$ cat src/rtl/csf_pkg.sv
package csf_pkg;
   typedef enum logic [1:0] {
      CSF_MULTI  = 2'b00,
      CSF_I2S    = 2'b01,
      CSF_ACLINK = 2'b10,
      CSF_RSVD   = 2'b11
   } csf_mode_e;
endpackage

$ cat src/rtl/csf_sync_detect.sv
// Samples frame sync on the bit clock and flags a frame-start request
module csf_sync_detect
   import csf_pkg::*;
(
   input  logic       clk,
   input  logic       rst_n,
   input  logic       fsync,
   input  logic [1:0] cfg_mode,
   output logic       sync_hit
);
   logic fs_q;
   logic fs_prev;
   csf_mode_e mode;

   assign mode = csf_mode_e'(cfg_mode);

   always_ff @(posedge clk or negedge rst_n) begin
      if (!rst_n) begin
         fs_q    <= 1'b0;
         fs_prev <= 1'b0;
      end else begin
         fs_q    <= fsync;
         fs_prev <= fs_q;
      end
   end

   always_comb begin
      unique case (mode)
         CSF_MULTI, CSF_ACLINK: sync_hit = fs_q;
         CSF_I2S:               sync_hit = fs_q ^ fs_prev;
         default:               sync_hit = 1'b0;
      endcase
   end
endmodule

$ cat src/rtl/csf_frame_seq.sv
// Bit/word sequencer: start acceptance, lockout, configuration latch
module csf_frame_seq
   import csf_pkg::*;
#(
   parameter int MAXW   = 16,
   parameter int MINW   = 4,
   parameter int MAXN   = 16,
   parameter int LEN_W  = 5,
   parameter int WCNT_W = 5
) (
   input  logic              clk,
   input  logic              rst_n,
   input  logic              sync_hit,
   input  logic [1:0]        cfg_mode,
   input  logic [LEN_W-1:0]  cfg_word_bits,
   input  logic [WCNT_W-1:0] cfg_words,
   output logic              start,
   output logic              word_end,
   output logic              frame_end,
   output logic              frame_active,
   output logic [LEN_W-1:0]  cur_len,
   output logic [LEN_W-1:0]  load_len,
   output logic [LEN_W-1:0]  lat_len
);
   logic [LEN_W-1:0]  bit_idx;
   logic [WCNT_W-1:0] word_idx;
   logic [WCNT_W-1:0] words_q;
   logic              ac_q;
   logic [LEN_W-1:0]  start_len;

   function automatic logic [LEN_W-1:0] clamp_bits(input logic [LEN_W-1:0] v);
      if (int'(v) < MINW)      return LEN_W'(MINW);
      else if (int'(v) > MAXW) return LEN_W'(MAXW);
      else                     return v;
   endfunction

   function automatic logic [WCNT_W-1:0] clamp_words(input logic [WCNT_W-1:0] v);
      if (int'(v) < 1)         return WCNT_W'(1);
      else if (int'(v) > MAXN) return WCNT_W'(MAXN);
      else                     return v;
   endfunction

   assign cur_len   = (ac_q && word_idx == '0) ? LEN_W'(MAXW) : lat_len;
   assign word_end  = frame_active && (bit_idx == cur_len - 1'b1);
   assign frame_end = word_end && (word_idx == words_q - 1'b1);
   assign start     = sync_hit && (!frame_active || frame_end);
   assign start_len = (csf_mode_e'(cfg_mode) == CSF_ACLINK) ? LEN_W'(MAXW)
                                                            : clamp_bits(cfg_word_bits);
   assign load_len  = start ? start_len : lat_len;

   always_ff @(posedge clk or negedge rst_n) begin
      if (!rst_n) begin
         frame_active <= 1'b0;
         bit_idx      <= '0;
         word_idx     <= '0;
         words_q      <= '0;
         lat_len      <= '0;
         ac_q         <= 1'b0;
      end else if (start) begin
         frame_active <= 1'b1;
         bit_idx      <= '0;
         word_idx     <= '0;
         words_q      <= clamp_words(cfg_words);
         lat_len      <= clamp_bits(cfg_word_bits);
         ac_q         <= (csf_mode_e'(cfg_mode) == CSF_ACLINK);
      end else if (frame_end) begin
         frame_active <= 1'b0;
      end else if (word_end) begin
         bit_idx      <= '0;
         word_idx     <= word_idx + 1'b1;
      end else if (frame_active) begin
         bit_idx      <= bit_idx + 1'b1;
      end
   end
endmodule

$ cat src/rtl/csf_shifter.sv
// Transmit and receive shift registers; RX_ON_FALL picks the sdi sample edge
module csf_shifter #(
   parameter int MAXW       = 16,
   parameter int LEN_W      = 5,
   parameter bit RX_ON_FALL = 1'b1
) (
   input  logic             clk,
   input  logic             rst_n,
   input  logic             sdi,
   input  logic             load,
   input  logic [MAXW-1:0]  load_word,
   input  logic [LEN_W-1:0] load_len,
   input  logic             active,
   input  logic             word_end,
   input  logic [LEN_W-1:0] word_len,
   output logic             tx_msb,
   output logic             tx_take,
   output logic             rx_valid,
   output logic [MAXW-1:0]  rx_word
);
   logic [MAXW-1:0] tx_sh;
   logic [MAXW-2:0] rx_sh;
   logic [MAXW-1:0] rx_next;
   logic [MAXW-1:0] tx_aligned;
   logic            rx_bit;

   function automatic logic [MAXW-1:0] len_mask(input logic [LEN_W-1:0] len);
      return {MAXW{1'b1}} >> (MAXW - int'(len));
   endfunction

   generate
      if (RX_ON_FALL) begin : g_rx_fall
         logic sdi_fall;
         always_ff @(negedge clk or negedge rst_n) begin
            if (!rst_n) sdi_fall <= 1'b0;
            else        sdi_fall <= sdi;
         end
         assign rx_bit = sdi_fall;
      end else begin : g_rx_rise
         assign rx_bit = sdi;
      end
   endgenerate

   assign tx_aligned = (load_word & len_mask(load_len)) << (MAXW - int'(load_len));
   assign tx_msb     = tx_sh[MAXW-1];
   assign rx_next    = {rx_sh, rx_bit};

   always_ff @(posedge clk or negedge rst_n) begin
      if (!rst_n) begin
         tx_sh    <= '0;
         rx_sh    <= '0;
         rx_word  <= '0;
         rx_valid <= 1'b0;
         tx_take  <= 1'b0;
      end else begin
         tx_take  <= load;
         rx_valid <= word_end;
         if (load)        tx_sh <= tx_aligned;
         else if (active) tx_sh <= {tx_sh[MAXW-2:0], 1'b0};
         if (active)      rx_sh <= rx_next[MAXW-2:0];
         if (word_end)    rx_word <= rx_next & len_mask(word_len);
      end
   end
endmodule

$ cat src/rtl/codec_slave_framer.sv
module codec_slave_framer
   import csf_pkg::*;
#(
   parameter int MAX_WORD_BITS = 16,
   parameter int MIN_WORD_BITS = 4,
   parameter int MAX_WORDS     = 16,
   parameter bit RX_ON_FALL    = 1'b1,
   localparam int LEN_W  = $clog2(MAX_WORD_BITS + 1),
   localparam int WCNT_W = $clog2(MAX_WORDS + 1)
) (
   input  logic                     clk,
   input  logic                     rst_n,
   input  logic [1:0]               cfg_mode,
   input  logic [LEN_W-1:0]         cfg_word_bits,
   input  logic [WCNT_W-1:0]        cfg_words,
   input  logic                     fsync,
   input  logic                     sdi,
   input  logic [MAX_WORD_BITS-1:0] tx_word,
   output logic                     sdo,
   output logic                     tx_take,
   output logic                     rx_valid,
   output logic [MAX_WORD_BITS-1:0] rx_word,
   output logic                     frame_active,
   output logic                     frame_done
);
   generate
      if (MIN_WORD_BITS < 2 || MIN_WORD_BITS > MAX_WORD_BITS) begin : g_bad_minw
         $error("MIN_WORD_BITS out of range");
      end
      if (MAX_WORDS < 1) begin : g_bad_words
         $error("MAX_WORDS must be at least 1");
      end
   endgenerate

   logic             sync_hit;
   logic             start;
   logic             word_end;
   logic             frame_end;
   logic             tx_msb;
   logic [LEN_W-1:0] cur_len;
   logic [LEN_W-1:0] load_len;
   logic [LEN_W-1:0] lat_len;
   logic             load;

   csf_sync_detect u_sync (
      .clk      (clk),
      .rst_n    (rst_n),
      .fsync    (fsync),
      .cfg_mode (cfg_mode),
      .sync_hit (sync_hit)
   );

   csf_frame_seq #(
      .MAXW(MAX_WORD_BITS), .MINW(MIN_WORD_BITS), .MAXN(MAX_WORDS),
      .LEN_W(LEN_W), .WCNT_W(WCNT_W)
   ) u_seq (
      .clk           (clk),
      .rst_n         (rst_n),
      .sync_hit      (sync_hit),
      .cfg_mode      (cfg_mode),
      .cfg_word_bits (cfg_word_bits),
      .cfg_words     (cfg_words),
      .start         (start),
      .word_end      (word_end),
      .frame_end     (frame_end),
      .frame_active  (frame_active),
      .cur_len       (cur_len),
      .load_len      (load_len),
      .lat_len       (lat_len)
   );

   assign load = start || (word_end && !frame_end);

   csf_shifter #(
      .MAXW(MAX_WORD_BITS), .LEN_W(LEN_W), .RX_ON_FALL(RX_ON_FALL)
   ) u_shift (
      .clk       (clk),
      .rst_n     (rst_n),
      .sdi       (sdi),
      .load      (load),
      .load_word (tx_word),
      .load_len  (load_len),
      .active    (frame_active),
      .word_end  (word_end),
      .word_len  (cur_len),
      .tx_msb    (tx_msb),
      .tx_take   (tx_take),
      .rx_valid  (rx_valid),
      .rx_word   (rx_word)
   );

   always_ff @(posedge clk or negedge rst_n) begin
      if (!rst_n) frame_done <= 1'b0;
      else        frame_done <= frame_end;
   end

   assign sdo = frame_active & tx_msb;
endmodule

$ cat config.mk
export PLATFORM = sky130hd
export DESIGN_NAME = codec_slave_framer
export DESIGN_NICKNAME = d
export VERILOG_FILES = /design/src/rtl/csf_pkg.sv /design/src/rtl/csf_sync_detect.sv /design/src/rtl/csf_frame_seq.sv /design/src/rtl/csf_shifter.sv /design/src/rtl/codec_slave_framer.sv
export SDC_FILE = /design/constraint.sdc
export NUM_CORES = 1
export LEC_CHECK = 0
export ABC_AREA = 1
export CORE_MARGIN = 4
export CORE_UTILIZATION = 52
export DETAILED_ROUTE_END_ITERATION = 8
export DONT_BUFFER_PORTS = 1
export GPL_ROUTABILITY_DRIVEN = 0
export GPL_TIMING_DRIVEN = 0
export HOLD_SLACK_MARGIN = 0.05
export PLACE_DENSITY = 0.67
export SYNTH_ARGS = -nofsm -noshare
export SYNTH_HDL_FRONTEND = slang
export SYNTH_SLANG_ARGS = --single-unit
$ cat constraint.sdc
create_clock -name clk -period 5.9 [get_ports clk]
set_input_delay 1.18 -clock clk [delete_from_list [all_inputs] [get_ports clk]]
set_output_delay 1.18 -clock clk [all_outputs]
set_load 0.01 [all_outputs]
==> results.cfg, run 1 <==
[sta]
maxSlewHeadroom_pct = 36.0
rsz0062_at_grt = no
slew_violations = 0
holdWs_ps = 409
fin_crit_sh_pct = 88.6
timing_hold_violations_final = 0
worstMarginPinSlew_ps = 953
period_needed_ps = 5230
finalSetupTns_ps = 0
setup_viol = 0
fmax_ghz = 0.191
skew_ps = 19.2

[floorplanning]
io_pins = 53
die_area_sq_um = 10800
die_h_um = 104
core_area_sq_um = 8850
die_x_um = 104
start_util_pct = 54.0
row_count = 34

[global_route]
grt_max_degree = 76
overflow = 0
grt_usage_pct = 21.7
grt_pass1_wl_mm = 19.9
antenna_found_initial = 0
grt_pass1_vias = 4273

[synthesis]
avgSynthCellArea_sq_um = 7.17
ys_warn_count = 0
syn-instance-count = 666
async_reset_ff_share_pct = 100
synth_ff_type = dfrtp_1
ys_seq_elements = 75
synthesis.nets = 705
ys_seq_area_share_pct = 39.3
synth_cell_type_count = 41
synth_edf_count = 0
synth_area_sq_um = 4780

[clock_tree]
path_clk_slew_ps = 100
htree_levels = 3
ctsHoldBuffers = 0
post_cts_buffers = 0
cts.path.max_buffers = 2
numCtsBuffers = 9
cts_tree = yes
worstSkewPairLatency_ps = 350
clkSinkCount = 75
cts_root_buf = clkbuf_8
ctsResizeCount = 0

[critical_path]
worstSetupStartpointType = flop
crit_fanout = 10
worstPathRequired_ps = 6120
crit_path_top_delay_cell = ha_1
critical_path_class = reg -> reg
worst_setup_path_end_kind = flop
crit_top_cell = nand2_1
max_stage_delay_ps = 430
worstPathArrival_ps = 5450

[finish]
finish.net_count = 716
diodes = 0
fillCellCount = 874
area_growth_pct = 7.38
drive_above_1_share_pct = 9.82
final_cells = 790
final_util_pct = 58.0

[run]
drv_cap = 0

[placement]
place_hpwl_mm = 8.80
port_buffers = 0
placed_cells = 774

[drt]
dr_total_vias = 4399
wl_per_cell_um = 14.6
first_iter_violations = 282
drc = 0
via_per_inst = 5.57
wl_mm = 11.5
drtPass1Iterations = 5
antenna_left = 0

[pwr]
cellPowerDensity_nw_per_um2 = 596
finalPower_uw = 3060
ir_drop_mv = 0.383
leakage_uw = 0.00265

[run_status]
status = completed

[min_path]
min_path_type = reg -> reg
-- Yosys cell counts (6+ instances only) --
master	number	share of area, %
nand2_1	165	13
nand3_1	98	10
inv_1	79	6.2
dfrtp_1	74	39
nor2_1	53	4.2
o21ai_0	42	4.4
a21oi_1	17	1.8
clkbuf_1	13	1.0
nand2_2	12	1.6
nand4_1	9	1.2
nor2_2	8	1.0
a31oi_1	7	0.92
ha_1	7	1.8
xor2_1	7	1.3
nand3_2	6	1.3
o22ai_1	6	0.79
o41ai_1	6	1.1
-- metal layers --
metal | vias to the layer above | GRT usage (%) | part of all wire [%]
met5 | - | 0 | 0
met4 | 0 | 5.13 | 1.2
met3 | 13 | 4.16 | 6.1
met2 | 158 | 35.1 | 47
met1 | 2029 | 30.1 | 46
li1 | 2199 | - | -
-- path summary, 6_finish.rpt --
check                                             end  cells after the start              start  slack [ps]
hold / removal                         u_sync.fs_prev                      0        u_sync.fs_q         410
max in group asynchronous  u_shift.g_rx_fall.sdi_fall                      0              rst_n        2410
min in group asynchronous             u_shift.tx_take                      0              rst_n         520
hold reg to reg                        u_sync.fs_prev                      0        u_sync.fs_q         410
setup reg to reg                    u_shift.tx_sh[15]                     31  u_seq.word_idx[0]         670
setup / recovery                    u_shift.tx_sh[15]                     31  u_seq.word_idx[0]         670
-- through the flow --
stage                     setup slack, ps  instance area [sq um]
after floorplan                      1630                   4780
after global placement                769                   4910
after detailed placement              777                   4910
after CTS                             730                   5130
after global routing                  218                   5130
final                                 672                   5130
-- critical path, delay by kind of cell, from the launching register on --
family	cells	cell delay, ps
AND/OR/NAND/NOR	18	1940
buffers and inverters	7	1580
adder cells (fa/ha/maj)	3	840
flip-flops	1	410
AO/OA/AOI/OAI	3	340
-- cell families (layout without fill, tap and decap cells) --
group	Yosys count	in the layout	share of synthesized area, %
adders and majority gates	7	7	1.83
xor gates and xnor gates	11	11	2.02
AOI/OAI and AO/OA	96	96	11.9
DFF	75	75	39.3
buffers and inverters	110	126	9.53
and+or+nand+nor	367	367	35.5
-- power breakdown --
| part | internal [uW] | total (uW) | switching [uW] | leakage (uW) |
|---|---|---|---|---|
| clock network | 240 | 442 | 202 | 0.000107 |
| registers | 676 | 823 | 147 | 0.000962 |
| logic | 582 | 1790 | 1210 | 0.00158 |
| total | 1500 | 3060 | 1560 | 0.00265 |
-- flip-flops by register name, summed over array words and instances (netlist names) --
register,count
u_shift.rx_word,16
u_shift.tx_sh,16
u_shift.rx_sh,15
u_seq.bit_idx,5
u_seq.lat_len,5
u_seq.word_idx,5
u_seq.words_q,5
frame_done,1
u_seq.ac_q,1
u_seq.frame_active,1
u_shift.g_rx_fall.sdi_fall,1
u_shift.rx_valid,1
u_shift.tx_take,1
u_sync.fs_prev,1
u_sync.fs_q,1
-- cells in the final DEF, fill, tap and decap left out, types with 3 or more instances in the layout --
cell type  count
xor2_1         7
inv_2          5
nand3_1       98
xnor2_1        4
nand2_2       12
dfrtp_1       74
clkbuf_1      14
a31oi_1        7
nand2_4        5
nand2_1      165
nand3b_1       3
clkbuf_8       9
nor3_1         4
inv_1         79
o21ai_1        3
nor2_2         8
o21ai_0       42
buf_2          4
buf_6          5
o21ai_2        3
ha_1           7
nand3_2        6
a21oi_1       17
o22ai_1        6
o41ai_1        6
nor2_1        53
nand4_1        9
-- layout make-up --
| cell class | count | area [sq um] | share of cell area (%) |
|---|---|---|---|
| clock buffer | 10 | 128 | 2.49 |
| sequential | 75 | 1880 | 36.6 |
| inverter | 86 | 323 | 6.29 |
| buffer | 24 | 133 | 2.58 |
| tap | 108 | 135 | 2.63 |
| multi-input combinational | 481 | 2450 | 47.7 |
| clock inverter | 6 | 90.1 | 1.76 |
Power figures use the tool's default switching activity.
==> run 2: changes to the inputs <==
==> constraint.sdc (replaced) <==
create_clock -name clk -period 5.9 [get_ports clk]
set_input_delay 0.59 -clock clk [delete_from_list [all_inputs] [get_ports clk]]
set_output_delay 0.59 -clock clk [all_outputs]
set_load 0.01 [all_outputs]
==> results.cfg, run 2 (same netlist as run 1, synthesis figures left out) <==
[run_status]
status = completed

[clock_tree]
htree_levels = 3
numCtsBuffers = 9
cts_root_buf = clkbuf_8
worstSkewPairLatency_ps = 350
post_cts_buffers = 0
path_clk_slew_ps = 100
cts.path.max_buffers = 2
ctsResizeCount = 0
cts_tree = yes
clkSinkCount = 75
ctsHoldBuffers = 1

[floorplanning]
start_util_pct = 54.0
die_h_um = 104
io_pins = 53
die_x_um = 104
row_count = 34
core_area_sq_um = 8850
die_area_sq_um = 10800

[global_route]
antenna_found_initial = 0
overflow = 0
grt_max_degree = 75
grt_usage_pct = 21.8
grt_pass1_vias = 4277
grt_pass1_wl_mm = 20.0

[critical_path]
crit_top_cell = nand2_1
worst_setup_path_end_kind = flop
max_stage_delay_ps = 430
worstPathArrival_ps = 5460
crit_path_top_delay_cell = ha_1
crit_fanout = 10
rr_worst_depth = 33
r2r_start = u_seq.word_idx[0]
worstPathRequired_ps = 6140
worstSetupStartpointType = flop
rr_endpoint = u_shift.tx_sh[12]
rrSetupSlack_ps = 680
critical_path_class = reg -> reg

[pwr]
ir_drop_mv = 0.384
cellPowerDensity_nw_per_um2 = 595
leakage_uw = 0.00267
finalPower_uw = 3070

[drt]
drc = 0
via_per_inst = 5.59
wl_mm = 11.6
dr_total_vias = 4423
drtPass1Iterations = 6
antenna_left = 0
wl_per_cell_um = 14.7
first_iter_violations = 254

[sta]
worstMarginPinSlew_ps = 929
maxSlewHeadroom_pct = 37.6
skew_ps = 21.3
timing_hold_violations_final = 0
period_needed_ps = 5220
holdWs_ps = 126
fmax_ghz = 0.192
finalSetupTns_ps = 0
slew_violations = 0
rsz0062_at_grt = no
setup_viol = 0
fin_crit_sh_pct = 88.5

[finish]
diodes = 0
final_cell_mix = nand2_1 (165), nand3_1 (98), inv_1 (79)
area_growth_pct = 7.96
reg_top3 = u_shift.rx_word: 16 flops, u_shift.tx_sh: 16 flops, u_shift.rx_sh: 15 flops
drive_above_1_share_pct = 9.96
final_cells = 791
mostFrequentLayoutCell = nand2_1
finish.net_count = 717
final_area_sq_um = 5160

[placement]
place_hpwl_mm = 8.80
post_dp_cell_area_sq_um = 4910
placed_cells = 774
port_buffers = 0

[run]
drv_cap = 0

[min_path]
min_path_type = in -> async
run 2: cell count changes in the layout (fill, tap and decap cells not counted):
| cell | before | now |
|---|---|---|
| buf_16 | 0 | 1 |
run 2: worst max-delay path by stage:
stage | to | startpoint | cells after the start | slack (ps)
after floorplan | u_shift.tx_sh[15] | u_seq.word_idx[0] | 34 | 1730
after global placement | u_shift.tx_sh[12] | u_seq.word_idx[0] | 33 | 770
after detailed placement | u_shift.tx_sh[12] | u_seq.word_idx[0] | 33 | 780
after CTS | u_shift.tx_sh[12] | u_seq.word_idx[0] | 33 | 730
after global routing | u_shift.tx_sh[12] | u_seq.word_idx[0] | 33 | 220
final | u_shift.tx_sh[12] | u_seq.word_idx[0] | 33 | 680
run 2: routing by layer:
layer  up-vias  global-route usage (%)  wire length, um
met1      2055                    30.2             5400
met3        12                    4.28              700
li1       2204                       -                -
met4         0                    5.13              141
met2       152                    35.4             5370
met5         -                       0                0
run 2: worst max-delay path: cells and delay by family, from the launching register on:
kind / cells / cell delay [ps]
adders and majority gates: 3 / 840
DFF: 1 / 410
AOI/OAI and AO/OA: 2 / 260
and+or+nand+nor: 20 / 1980
buffers and inverters: 8 / 1590
run 2: through the flow:
stage | util, % | worst slack, ps
2_1_floorplan | - | 1730
3_3_place_gp | 55.5 | 769
3_5_place_dp | 55.5 | 777
4_1_cts | 58.3 | 730
5_1_grt | 58.3 | 218
6_report | 58.3 | 679
run 2: power breakdown:
group | leakage [uW] | internal [uW] | switching, uW | total, uW
Clock | 0.000107 | 240 | 201 | 441
Combinational | 0.00160 | 584 | 1220 | 1810
Sequential | 0.000962 | 676 | 148 | 823
run 2: area by class of cell:
| cell class | instances | area, sq um |
|---|---|---|
| fill | 875 | 3690 |
| multi-input combinational | 481 | 2450 |
| sequential | 75 | 1880 |
| inverter | 86 | 323 |
| tap | 108 | 135 |
| buffer | 24 | 133 |
| clock buffer | 10 | 128 |
| clock inverter | 6 | 90.1 |
| timing repair buffer | 1 | 27.5 |
==> run 3: changes to the inputs <==
--- a/config.mk
+++ b/config.mk
@@ -5,7 +5,6 @@
 export SDC_FILE = /design/constraint.sdc
 export NUM_CORES = 1
 export LEC_CHECK = 0
-export ABC_AREA = 1
 export CORE_MARGIN = 4
 export CORE_UTILIZATION = 52
 export DETAILED_ROUTE_END_ITERATION = 8
==> results.cfg, run 3 <==
[critical_path]
critPathBufInv = 3
cp_top_family = compound AO/OA/AOI/OAI gates
crit_path_cell_trace = inv_1 > ha_1 > nand2_1 > nand2_1 > ha_1 > xnor2_1 > xnor2_1 > o32a_4 > nor3_4 > a31oi_4 > clkbuf_2 > nor3_1 > a32oi_1 > ha_2 > clkbuf_1 > nor2_1 > a2111oi_0 > o31ai_1 > a31oi_1
crit_start = u_seq.word_idx[0]
max_stage_delay_ps = 820
worstSetupStartpointType = flop
worstPathArrival_ps = 5860
r2r_start = u_seq.word_idx[0]
crit_fanout = 10
critical_path_class = reg -> reg
worst_setup_path_end_kind = flop
worstPathRequired_ps = 6170
crit_path_top_delay_cell = a2111oi_0

[run_status]
status = completed

[synthesis]
avgSynthCellArea_sq_um = 8.95
synth_top_area_share_pct = 36.9
syn-instance-count = 561
yosys.area.top_type = dfrtp_1
yosysMostFrequentCell = dfrtp_1
synth_compound_area_share_pct = 23.1
synth_cell_type_count = 74
muxShareOfSynthArea_pct = 7.30
synthesis.nets = 600
synth_ff_type = dfrtp_1
synth.area.top_cells = dfrtp_1 (37%), nand2_1 (5.4%), mux2_2 (4.7%)
synth_area_sq_um = 5020
synthTopCellsByCount = dfrtp_1 (74), nand2_1 (72), nor2_1 (40)
synth_fa_ha_area_share_pct = 1.74
ys_warn_count = 0
async_reset_ff_share_pct = 100
ys_seq_elements = 75
synth_edf_count = 0
synth-xor-area-share_pct = 4.63
ys_seq_area_share_pct = 37.4
synth_top_family_by_area = compound AO/OA/AOI/OAI gates
yosys.area_share.simple_pct = 21.2

[floorplanning]
core_area_sq_um = 9330
die_area_sq_um = 11300
die_h_um = 106
start_util_pct = 53.8
die_x_um = 106
row_count = 35
io_pins = 53

[finish]
area_growth_pct = 8.69
drive_above_1_share_pct = 13.5
reg_top3 = u_shift.rx_word: 16 flops, u_shift.tx_sh: 16 flops, u_shift.rx_sh: 15 flops
mostFrequentLayoutCell = dfrtp_1
finish.net_count = 613
final_area_sq_um = 5460
final_cells = 709
final_cell_mix = dfrtp_1 (74), nand2_1 (72), nor2_1 (40)

[pwr]
ir_drop_mv = 0.199
leakage_uw = 0.00234
finalPower_uw = 2550
cellPowerDensity_nw_per_um2 = 466

[placement]
placed_cells = 690
place_hpwl_mm = 10.2
port_buffers = 0
post_dp_cell_area_sq_um = 5180

[sta]
finalSetupTns_ps = 0
rsz0062_at_grt = no
setup_viol = 0
fin_crit_sh_pct = 94.9
period_needed_ps = 5600
skew_ps = 14.3
timing_hold_violations_final = 0
fmax_ghz = 0.179
worstMarginPinSlew_ps = 911
maxSlewHeadroom_pct = 37.7
slew_violations = 0

[clock_tree]
numCtsBuffers = 9
clkSinkCount = 75
cts.path.max_buffers = 2
path_clk_slew_ps = 80
cts_root_buf = clkbuf_8
worstSkewPairLatency_ps = 350
htree_levels = 3
cts_tree = yes

[drt]
antenna_left = 0
wl_per_cell_um = 19.6
drc = 0
first_iter_violations = 400
dr_total_vias = 4607
via_per_inst = 6.50
wl_mm = 13.9
drtPass1Iterations = 6

[global_route]
grt_usage_pct = 25.0
grt_pass1_vias = 4367
antenna_found_initial = 0
grt_max_degree = 75
overflow = 0
grt_pass1_wl_mm = 22.6

[run]
drv_cap = 0

[min_path]
min_path_type = in -> async
[run 3: metal layers]
layer	vias up	part of all wire, %	track usage, %
met5	-	0	0
met4	0	1.6	7.77
met3	21	11	7.04
met2	244	43	36.2
met1	2230	45	36.3
li1	2112	-	-
[run 3: timing repair]
item | 4_1_cts | 5_1_grt
buffers inserted | 0 | 2
endpoints found under the hold margin | 74 | 0
endpoints found under the setup margin | 7 | 14
pin swaps | 1 | 1
resized for setup | 2 | 7
hold buffers | 1 | 0
[run 3: logic make-up after synthesis]
group | Yosys count
adder cells (fa/ha/maj) | 7
XOR/XNOR | 22
buffers and inverters | 54
AO/OA/AOI/OAI | 160
multiplexers | 34
AND/OR/NAND/NOR | 209
flip-flops | 75
[run 3: final cells by class]
cell class,count,area [sq um]
antenna,1,2.50
buffer,32,156
clock buffer,10,138
clock inverter,6,65.1
fill,854,3870
inverter,21,78.8
multi-input combinational,432,2940
sequential,75,1880
tap,129,161
timing repair buffer,3,42.5
[run 3: final timing paths]
kind / endpoint / slack, ps / depth (start not counted)
min: u_seq.lat_len[3] / 90 / 1
max: u_shift.tx_sh[13] / 300 / 19
min reg2reg: u_sync.fs_prev / 450 / 0
max reg2reg: u_shift.tx_sh[13] / 300 / 19
max in group asynchronous: u_shift.g_rx_fall.sdi_fall / 3020 / 0
min in group clk: u_sync.fs_q / 250 / 0
[run 3: power by group]
| group | internal, uW | total, uW | switching [uW] |
|---|---|---|---|
| clock | 207 | 409 | 202 |
| sequential | 636 | 779 | 144 |
| combinational | 502 | 1360 | 856 |
| total | 1340 | 2550 | 1200 |
[run 3: through the flow]
step	hold slack [ps]	worst slack [ps]	utilization [%]
floorplan	294	928	-
global placement	297	-64.8	55.6
detailed placement	296	-158	55.6
CTS	109	17.7	58.2
global route	120	32.6	58.5
finish	91.4	304	58.5
